===== src/rtl/sm_mul_pkg.sv =====
package sm_mul_pkg;
  typedef struct packed {
    logic load;
    logic step;
    logic finish;
  } mulCtl_t;

  typedef enum logic [1:0] {
    ST_IDLE = 2'd0,
    ST_RUN  = 2'd1,
    ST_FIN  = 2'd2
  } mulState_t;
endpackage


===== src/rtl/sm_mul_ctrl.sv =====
module sm_mul_ctrl
  import sm_mul_pkg::*;
#(
  parameter int MAG_W = 35
) (
  input  logic    clk,
  input  logic    rst_n,
  input  logic    start,
  input  logic    mcandZero,
  output mulCtl_t ctl,
  output logic    busy,
  output logic    done
);
  localparam int CNT_W = $clog2(MAG_W + 1);

  mulState_t state, stateNext;
  logic [CNT_W-1:0] iterCnt;

  always_comb begin
    ctl.load   = (state == ST_IDLE) && start;
    ctl.step   = (state == ST_RUN);
    ctl.finish = (state == ST_FIN);
    stateNext  = state;
    unique case (state)
      ST_IDLE: if (start) stateNext = mcandZero ? ST_FIN : ST_RUN;
      ST_RUN:  if (iterCnt == CNT_W'(1)) stateNext = ST_FIN;
      ST_FIN:  stateNext = ST_IDLE;
      default: stateNext = ST_IDLE;
    endcase
  end

  always_ff @(posedge clk or negedge rst_n) begin
    if (!rst_n) begin
      state   <= ST_IDLE;
      iterCnt <= '0;
      done    <= 1'b0;
    end else begin
      state <= stateNext;
      done  <= ctl.finish;
      if (ctl.load)      iterCnt <= CNT_W'(MAG_W);
      else if (ctl.step) iterCnt <= iterCnt - CNT_W'(1);
    end
  end

  assign busy = (state != ST_IDLE);

  // done lasts one cycle and never overlaps busy
  assert_done_pulse_R7: assert property (@(posedge clk) disable iff (!rst_n)
    done |=> !done);
  assert_done_idle_R7: assert property (@(posedge clk) disable iff (!rst_n)
    done |-> !busy);

  // a start during the loop does not reload the iteration count
  assert_ignore_start_R8: assert property (@(posedge clk) disable iff (!rst_n)
    (state == ST_RUN) && start && (iterCnt > CNT_W'(1)) |=> iterCnt == $past(iterCnt) - CNT_W'(1));
endmodule


===== src/rtl/sm_mul_dp.sv =====
module sm_mul_dp
  import sm_mul_pkg::*;
#(
  parameter int MAG_W = 35
) (
  input  logic             clk,
  input  logic             rst_n,
  input  mulCtl_t          ctl,
  input  logic             roundSel,
  input  logic [MAG_W:0]   mcandIn,
  input  logic [MAG_W:0]   mqIn,
  output logic             mcandZero,
  output logic [MAG_W:0]   accOut,
  output logic [MAG_W:0]   mqOut
);
  logic [MAG_W-1:0] accMag, mqMag, mcandMag;
  logic             accSign, mqSign, prodNeg, roundReg;
  logic [MAG_W:0]   partSum;

  assign mcandZero = (mcandIn[MAG_W-1:0] == '0);
  assign partSum   = {1'b0, accMag} + {1'b0, (mqMag[0] ? mcandMag : '0)};

  always_ff @(posedge clk or negedge rst_n) begin
    if (!rst_n) begin
      accMag   <= '0;
      mqMag    <= '0;
      mcandMag <= '0;
      accSign  <= 1'b0;
      mqSign   <= 1'b0;
      prodNeg  <= 1'b0;
      roundReg <= 1'b0;
    end else if (ctl.load) begin
      accMag   <= '0;
      mqMag    <= mcandZero ? '0 : mqIn[MAG_W-1:0];
      mcandMag <= mcandIn[MAG_W-1:0];
      accSign  <= 1'b0;
      mqSign   <= 1'b0;
      prodNeg  <= mcandIn[MAG_W] ^ mqIn[MAG_W];
      roundReg <= roundSel;
    end else if (ctl.step) begin
      accMag <= partSum[MAG_W:1];
      mqMag  <= {partSum[0], mqMag[MAG_W-1:1]};
    end else if (ctl.finish) begin
      if (roundReg && mqMag[MAG_W-1]) accMag <= accMag + MAG_W'(1);
      accSign <= prodNeg;
      mqSign  <= prodNeg;
    end
  end

  assign accOut = {accSign, accMag};
  assign mqOut  = {mqSign, mqMag};

  // a zero multiplicand leaves the low half cleared after loading
  assert_zero_clears_R3: assert property (@(posedge clk) disable iff (!rst_n)
    ctl.load && mcandZero |=> mqMag == '0);

  // without rounding, the finishing step leaves both magnitudes alone
  assert_noround_keeps_R6: assert property (@(posedge clk) disable iff (!rst_n)
    ctl.finish && !roundReg |=> $stable(accMag) && $stable(mqMag));
endmodule


===== src/rtl/sm_multiplier.sv =====
module sm_multiplier
  import sm_mul_pkg::*;
#(
  parameter int MAG_W = 35
) (
  input  logic             clk,
  input  logic             rst_n,
  input  logic             start,
  input  logic             roundSel,
  input  logic [MAG_W:0]   mcandIn,
  input  logic [MAG_W:0]   mqIn,
  output logic [MAG_W:0]   accOut,
  output logic [MAG_W:0]   mqOut,
  output logic             busy,
  output logic             done
);
  mulCtl_t ctl;
  logic    mcandZero;

  sm_mul_ctrl #(.MAG_W(MAG_W)) ctrl_i (
    .clk(clk), .rst_n(rst_n), .start(start), .mcandZero(mcandZero),
    .ctl(ctl), .busy(busy), .done(done)
  );

  sm_mul_dp #(.MAG_W(MAG_W)) dp_i (
    .clk(clk), .rst_n(rst_n), .ctl(ctl), .roundSel(roundSel),
    .mcandIn(mcandIn), .mqIn(mqIn), .mcandZero(mcandZero),
    .accOut(accOut), .mqOut(mqOut)
  );
endmodule


===== config.mk =====
export PLATFORM = sky130hd
export DESIGN_NAME = sm_multiplier
export DESIGN_NICKNAME = d
export VERILOG_FILES = /design/src/rtl/sm_mul_pkg.sv /design/src/rtl/sm_mul_ctrl.sv /design/src/rtl/sm_mul_dp.sv /design/src/rtl/sm_multiplier.sv
export SDC_FILE = /design/constraint.sdc
export NUM_CORES = 1
export LEC_CHECK = 0
export ABC_CLOCK_PERIOD_IN_PS = 3250
export BUFFER_PORTS_ARGS = -buffer_cell sky130_fd_sc_hd__buf_2
export CAP_MARGIN = 5
export CORE_MARGIN = 2
export CORE_UTILIZATION = 40
export CTS_BUF_LIST = sky130_fd_sc_hd__clkbuf_16
export DETAILED_ROUTE_END_ITERATION = 6
export GPL_ROUTABILITY_DRIVEN = 0
export PLACE_DENSITY_LB_ADDON = 0.12
export SYNTH_ARGS = -nofsm -noshare
export SYNTH_HDL_FRONTEND = slang
export SYNTH_SLANG_ARGS = --single-unit

===== constraint.sdc =====
create_clock -name clk -period 3.25 [get_ports clk]
set_input_delay 0.325 -clock clk [delete_from_list [all_inputs] [get_ports clk]]
set_output_delay 0.325 -clock clk [all_outputs]
set_load 0.005 [all_outputs]

Yosys cells after proc, flatten, opt, wreduce, memory -nomap -nowiden
Cells that the tools add are included.
- add/subtract/negate cells: 3
- multiply operators: 0
- divide/modulo/power cells: 0
- order comparisons: 0
- eq/ne operators: 6
- shifts and indexed selects: 0
- multiplexer cells: 17
- bitwise operators: 1
- reduce and logical (&&, ||, !) cells: 12
- operators by type and width (cell ; number):
    two-way mux 35 bit ; 8
    adder 35 x 35 -> 36 bit ; 1
    adder 35 x 1 -> 35 bit (second input constant) ; 1
    logical NOT 35 bit ; 1
    two-way mux 6 bit ; 2
    == test 6 x 1 -> 1 bit (second input constant) ; 1
    two-way mux 2 bit ; 3
    AND reduction 2 bit ; 3
    nonzero test 2 bit ; 3
    nonzero test 3 bit ; 2
    subtractor 6 x 1 -> 6 bit (second input constant) ; 1
    inequality test 2 x 1 -> 1 bit (second input constant) ; 2
    case mux 2 bit (2 select lines) ; 1
    two-way mux 1 bit ; 3
    == test 2 x 1 -> 1 bit (second input constant) ; 1
    == test 2 bit (second input constant) ; 1
    logical AND 1 bit ; 2
    logical NOT 2 bit ; 1
    inequality test 2 bit (second input constant) ; 1
    XOR 1 bit ; 1
- register bits after elaboration: 117
- latch bits: 0
- memory bits (writable): 0
- memory bits (read-only): 0
- input port bits: 76
- output and inout bits: 74
- logic and storage cells: 48
- memories kept: 0

Longest topological paths before layout
Gate-level depths: netlist (run 1).
- depth after elaboration: 5
- depth in mapped cells: 13
- depth with buffers taken out: 11

Hierarchy
Synthesis (run 1) repeated with hierarchy kept, for this count alone.
- cell total of the unflattened synthesis: 803
- area, all modules: 7698.6 sq um
- modules (own cells, without submodules) (module ; instances ; cells each ; area each (sq um) ; seq. area each (sq um)):
    sm_mul_dp ; 1 ; 759 ; 7241.9 ; 2702.6
    sm_mul_ctrl ; 1 ; 44 ; 456.7 ; 225.2

Worst setup path after synthesis (run 1)
No wires, ideal clock.
- path kind: reg2reg
- start point: register dp_i.mqMag[0]
- end point: register dp_i.accMag[15]
- arrival time: 2.790 ns
- slack: 0.337 ns
- cell stages (with the launch flop): 13
- path buffers: 1
- period minus slack after synthesis: 2.913 ns
- cells stage by stage: dfrtp_1 > clkbuf_1 > and2_1 > ha_1 > fa_1 > a21oi_1 > nand4b_1 > a211oi_1 > o21a_1 > or2_2 > a311oi_1 > nor3_1 > o221a_2
- word-level cells in the longest chain between the ends: 4
- RTL lines (item ; RTL line ; RTL):
    start: declaration ; sm_mul_dp.sv:16 ; logic [MAG_W-1:0] accMag, mqMag, mcandMag;
    start signal: assignment ; sm_mul_dp.sv:34 ; mqMag <= mcandZero ? '0 : mqIn[MAG_W-1:0];
    start signal: assignment ; sm_mul_dp.sv:42 ; mqMag <= {partSum[0], mqMag[MAG_W-1:1]};
    two-way mux 35 bit ; sm_mul_dp.sv:21 ; assign partSum = {1'b0, accMag} + {1'b0, (mqMag[0] ? mcandMag : '0)};
    adder 35 x 35 -> 36 bit ; sm_mul_dp.sv:21 ;
    two-way mux 35 bit ; sm_mul_dp.sv:40 ; end else if (ctl.step) begin
    two-way mux 35 bit ; sm_mul_dp.sv:32 ; end else if (ctl.load) begin
    end signal: assignment ; sm_mul_dp.sv:41 ; accMag <= partSum[MAG_W:1];
    end signal: assignment ; sm_mul_dp.sv:44 ; if (roundReg && mqMag[MAG_W-1]) accMag <= accMag + MAG_W'(1);
    end: declaration ; sm_mul_dp.sv:16 ;
No other way between the ends.
A chain may end at the register's enable or synchronous reset.

Worst setup path after layout (run 1)
- start point: register dp_i.mqMag[0]
- end point: register dp_i.accMag[22]
The elaborated chain is that of the path after synthesis.

==> impl_results.md, run 1 <==
- Starting Density: 0.410
- First-pass GRT wire length: 39.1 mm
- Num CTS Buffers: 17
- WHS Endpoint: dp_i.roundReg
- Final wirelength: 24.3 mm
- Average wire per standard cell: 17.5 µm
- Initial drt markers: 496
- Worst Path Arrival: 3.28 ns
- Final Max Slew Viols: 0
- Share of cells above drive strength 1: 0.203
- Status: complete, no violations
- Final hold vios: 0
- Final HPWL from detailed placement: 16.8 mm
- Prevailing post-synth register cell: dfrtp_1
- Max-cap violations: 0
- Setup Crit Path Kind: reg2reg
- CP max FO: 33
- Clk pin slew, worst setup/hold paths: 0.07 ns
- FF+latch area: 2930 µm²
- Multi-input gate area: 4880 µm²
- Max-Slew Margin vs Limit: 0.552
- Worst reg2reg path depth: 11
- Share of flip-flops with an asynchronous set or reset: 1.00
- Largest net degree at the start of global routing: 134
- Most frequent cells in the layout: nand2_1, buf_2, dfrtp_1, a21oi_1, o21ai_0
- # fillers: 1,967
- Overall power: 0.00840 W
- I/O pin cnt: 150
- Setup TNS: 0 ns
- Mapped Cells: 974
- EDFF count, synth: 0
- Final net count: 1,225
- Fmax: 334 MHz
- WHS Path Cells: 3
- GRT overflow: 0
- Area grow syn2layout: 20.7%
- Clock buffer depth: 2
- Vias in the first global route: 7,389
- Die area: 21,200 µm²
- Vert. Die Dim: 146 µm
- VDD IR max: 503 µV
- Worst slew pin tran: 0.672 ns
- Unrepaired setup endpoints after global routing: no
- Routed Antenna Nets: 0
- GRT Total Usage: 0.228
- Cell variety after synth: 65
- H-tree depth: 4
- Worst-skew pair later-pin latency: 0.43 ns
- Commonest non-fill, non-tap cell in the layout: nand2_1
- Lkg Pwr: 4.79 nW
- Worst setup SP type: flip-flop
- FP Rows: 51
- Syn_nets: 1,093
- Origin of the worst min-delay path: roundSel
- Fraction of the yosys area taken by sequential cells: 0.364
- Cell Area, Synth: 8040 µm²
- Placed instance area: 9090 µm²
- Final period utilization: 0.920
- Fin Clk Skew: 0.00910 ns
- CTS tree: done
- Root Buffer: clkbuf_16
- Final setup viols: 0
- Min Clock Period, post-route: 2.99 ns
- Vias: 7,646
- Area of the core: 19,600 µm²
- Crit. End Element: flip-flop
- Avg Cell Area, Syn: 8.25 µm²
- Final instance area: 9700 µm²
- Sinks on Clock Net: 117
- Synth warn: 0
- R2R setup slack: 0.26 ns
- Req. time, crit path: 3.53 ns
- Post-route DRC: 0
- Power per cell area: 866 nW/µm²
- Number of port buffers: 149
- Via/cell ratio: 5.52
- N_diodes: 0
- Die width: 146 µm
- Total setup buffers inserted after CTS: 0
- Hold Path Class: in2reg
- Initial antenna violation count: 0
- Router iterations before antenna repair: 5
- R2R Path End: dp_i.accMag[22]
- Reg-to-reg startpoint: dp_i.mqMag[0]
- Yosys reg bits: 117
==> per-layer routing <==
layer	up-vias	part of all wire	track usage
met5	-	0	0
li1	3757	-	-
met1	3638	0.46	0.314
met2	223	0.47	0.360
met3	28	0.049	0.0467
met4	0	0.021	0.0740
==> where the power goes <==
part           switching, W  total, W  internal (W)
logic               0.00226   0.00384       0.00157
clock network      0.000828   0.00192       0.00109
registers          0.000584   0.00264       0.00206
total               0.00368   0.00840       0.00472
==> logic make-up after synthesis <==
kind of cell / count (synthesis) / synth area share
xor gates and xnor gates: 31 / 0.0338
DFF: 117 / 0.364
muxes: 40 / 0.0503
adders and majority gates: 43 / 0.0679
buffers and inverters: 67 / 0.0329
AOI/OAI and AO/OA: 274 / 0.215
and+or+nand+nor: 402 / 0.236
==> cell usage after synthesis, types with 9 or more instances <==
cell type	number	area (µm²)
a21o_1	33	248
nand3_1	27	135
nand2_1	203	762
inv_1	9	33.8
o21ai_0	61	305
mux2i_1	37	370
ha_1	42	526
o22ai_1	41	257
xnor2_1	19	166
and2_1	41	257
dfrtp_1	117	2930
clkbuf_1	47	176
nor4_1	11	68.8
xor2_1	12	105
a21oi_1	65	325
nor3_1	11	55.1
nor2_1	51	191
nand4_1	14	87.6
a31oi_1	13	81.3
and3_1	12	75.1
==> registers in the layout, summed over array words and instances, names as in the netlist, 2 cells and up <==
signal          cells
dp_i.accMag        35
dp_i.mcandMag      35
dp_i.mqMag         35
ctrl_i.iterCnt      6
ctrl_i.state        2
==> worst max-delay path, cell delays in order (launching register included) <==
cell and delay, ns:
dfrtp_1 0.42, buf_6 0.20, and2_1 0.16, ha_1 0.33, o21a_1 0.23, a211oi_2 0.34, or3_1 0.18, nand3_2 0.14
a211oi_1 0.43, o21ai_0 0.17, xnor2_1 0.16, o22ai_1 0.09
==> per-stage QoR <==
step           hold WS, ns  setup WS [ns]  std cells   util
3_5_place_dp         0.401          0.228       1351  0.464
4_1_cts             0.0758          0.212       1384  0.495
2_1_floorplan       0.0294          0.337        974      -
5_1_grt              0.106         0.0373       1384  0.495
6_report            0.0894          0.259       1384  0.495
3_3_place_gp         0.398          0.316       1351  0.464
==> how the worst max path moves through the flow <==
| stage | to | slack, ns | from | cells after the start |
|---|---|---|---|---|
| finish | dp_i.accMag[22] | 0.26 | dp_i.mqMag[0] | 11 |
| global route | dp_i.accMag[17] | 0.04 | dp_i.mqMag[0] | 11 |
| CTS | dp_i.accMag[22] | 0.21 | dp_i.mqMag[0] | 11 |
| detailed placement | dp_i.accMag[22] | 0.23 | dp_i.mqMag[0] | 11 |
| global placement | dp_i.accMag[22] | 0.32 | dp_i.mqMag[0] | 11 |
| floorplan | dp_i.accMag[15] | 0.34 | dp_i.mqMag[0] | 12 |
==> timing repair <==
item / 4_1_cts / 5_1_grt
hold endpoints to repair: 46 / 0
resized for setup: 0 / 2
endpoints found under the setup margin: 0 / 6
hold buffers: 1 / 0
==> final cells by class <==
type	instances	share of cell area
Multi-Input combinational cell	790	0.503
Sequential cell	117	0.302
Timing Repair Buffer	171	0.0974
Clock buffer	17	0.0439
Tap cell	265	0.0342
Clock inverter	15	0.0165
Inverter	9	0.00348
Power figures use the tool's default switching activity.
==> run 2: changes to the inputs <==
--- a/config.mk
+++ b/config.mk
@@ -14,6 +14,7 @@
 export DETAILED_ROUTE_END_ITERATION = 6
 export GPL_ROUTABILITY_DRIVEN = 0
 export PLACE_DENSITY_LB_ADDON = 0.12
+export RECOVER_POWER = 25
 export SYNTH_ARGS = -nofsm -noshare
 export SYNTH_HDL_FRONTEND = slang
 export SYNTH_SLANG_ARGS = --single-unit
==> run 2 against run 1 <==
Hold slack hardly changed; setup slack hardly changed; global-route usage stayed put; largest power group unchanged.
==> impl_results.md, run 2 (synthesized netlist as in run 1, its figures left out) <==
- Share of cells above drive strength 1: 0.196
- CTS tree: done
- Worst setup SP type: flip-flop
- Setup TNS: 0 ns
- Final hold vios: 0
- Worst-skew pair later-pin latency: 0.43 ns
- Fmax: 334 MHz
- Hold Path Class: in2reg
- Req. time, crit path: 3.53 ns
- Number of port buffers: 149
- Crit. End Element: flip-flop
- Status: complete, no violations
- Sinks on Clock Net: 117
- Setup ws final: 0.259 ns
- Starting Density: 0.410
- Post-route DRC: 0
- Via/cell ratio: 5.51
- Average wire per standard cell: 17.5 µm
- Routed Antenna Nets: 0
- Num CTS Buffers: 17
- Max-Slew Margin vs Limit: 0.135
- Multi-input gate area: 4880 µm²
- Power per cell area: 865 nW/µm²
- Router iterations before antenna repair: 5
- First-pass GRT wire length: 39.1 mm
- Worst slack, placed: 0.228 ns
- Largest net degree at the start of global routing: 134
- Final wirelength: 24.2 mm
- Vias: 7,628
- Max-cap violations: 0
- Most frequent cells in the layout: nand2_1, buf_2, dfrtp_1, a21oi_1, o21ai_0
- Die width: 146 µm
- Worst Path Arrival: 3.28 ns
- Clk pin slew, worst setup/hold paths: 0.07 ns
- I/O pin cnt: 150
- H-tree depth: 4
- Root Buffer: clkbuf_16
- Lkg Pwr: 4.76 nW
- GRT Total Usage: 0.228
- FP Rows: 51
- Final Max Slew Viols: 0
- Largest regs: dp_i.accMag (35), dp_i.mcandMag (35), dp_i.mqMag (35)
- Min Clock Period, post-route: 2.99 ns
- Die area: 21,200 µm²
- Total setup buffers inserted after CTS: 0
- Fin Clk Skew: 0.00912 ns
- Overall power: 0.00838 W
- FF+latch area: 2930 µm²
- Area grow syn2layout: 20.6%
- Vias in the first global route: 7,389
- N_diodes: 0
- Final net count: 1,225
- # fillers: 1,972
- Final setup viols: 0
- Final period utilization: 0.920
- Unrepaired setup endpoints after global routing: no
- Initial drt markers: 489
- Final HPWL from detailed placement: 16.8 mm
- Clock buffer depth: 2
- Commonest non-fill, non-tap cell in the layout: nand2_1
- Vert. Die Dim: 146 µm
- GRT overflow: 0
- Setup Crit Path Kind: reg2reg
- Worst slew pin tran: 1.30 ns
- CP max FO: 33
- Area of the core: 19,600 µm²
- VDD IR max: 501 µV
- Initial antenna violation count: 0
## run 2: changes by cell type in the layout (fill, tap and decap cells not counted), sizes merged
| cell | change |
|---|---|
| clkbuf | +9 |
| buf | -9 |
## run 2: timing repair
action,4_1_cts,5_1_grt
endpoints found under the setup margin,0,6
resized for setup,0,2
hold buffers,1,0
hold endpoints to repair,46,0
## run 2: layout make-up
cell class,count,area share
multi-input cells,790,0.503
flip-flops and latches,117,0.302
repair buffers,171,0.0962
clock buffers,17,0.0439
well taps,265,0.0342
clock inverters,15,0.0165
inverters,9,0.00349
## run 2: power breakdown
group / switching, W / leakage [nW] / internal (W)
Combinational: 0.00226 / 2.98 / 0.00156
Sequential: 0.000584 / 1.49 / 0.00206
Clock: 0.000828 / 0.289 / 0.00109
## run 2: per-layer routing
layer | global-route usage | up-vias | part of all wire
met2 | 0.360 | 220 | 0.47
met4 | 0.0740 | 0 | 0.021
met5 | 0 | - | 0
li1 | - | 3757 | -
met3 | 0.0467 | 28 | 0.049
met1 | 0.314 | 3623 | 0.47
## run 2: stage by stage
stage	hold slack [ns]	utilization	instance area (µm²)	instances
global placement	0.398	0.464	9090	1351
global route	0.106	0.494	9690	1384
floorplan	0.0294	-	8040	974
CTS	0.0758	0.495	9690	1384
finish	0.0895	0.494	9690	1384
detailed placement	0.401	0.464	9090	1351
## run 2: worst paths after layout
check	from	to	slack (ns)	cells after the start
min reg2reg	dp_i.mcandMag[34]	dp_i.mcandMag[34]	0.47	2
max in group asynchronous	rst_n	dp_i.mqMag[19]	1.51	3
max reg2reg	dp_i.mqMag[0]	dp_i.accMag[22]	0.26	11
min	roundSel	dp_i.roundReg	0.09	3
min in group asynchronous	rst_n	dp_i.accMag[9]	0.72	2
max	dp_i.mqMag[0]	dp_i.accMag[22]	0.26	11
## run 2: worst max-delay path, cell delays in order (launching register included)
cell and delay (ns):
dfrtp_1 0.42, buf_6 0.20, and2_1 0.16, ha_1 0.33, o21a_1 0.23, a211oi_2 0.34
or3_1 0.18, nand3_2 0.14, a211oi_1 0.43, o21ai_0 0.17, xnor2_1 0.16, o22ai_1 0.09
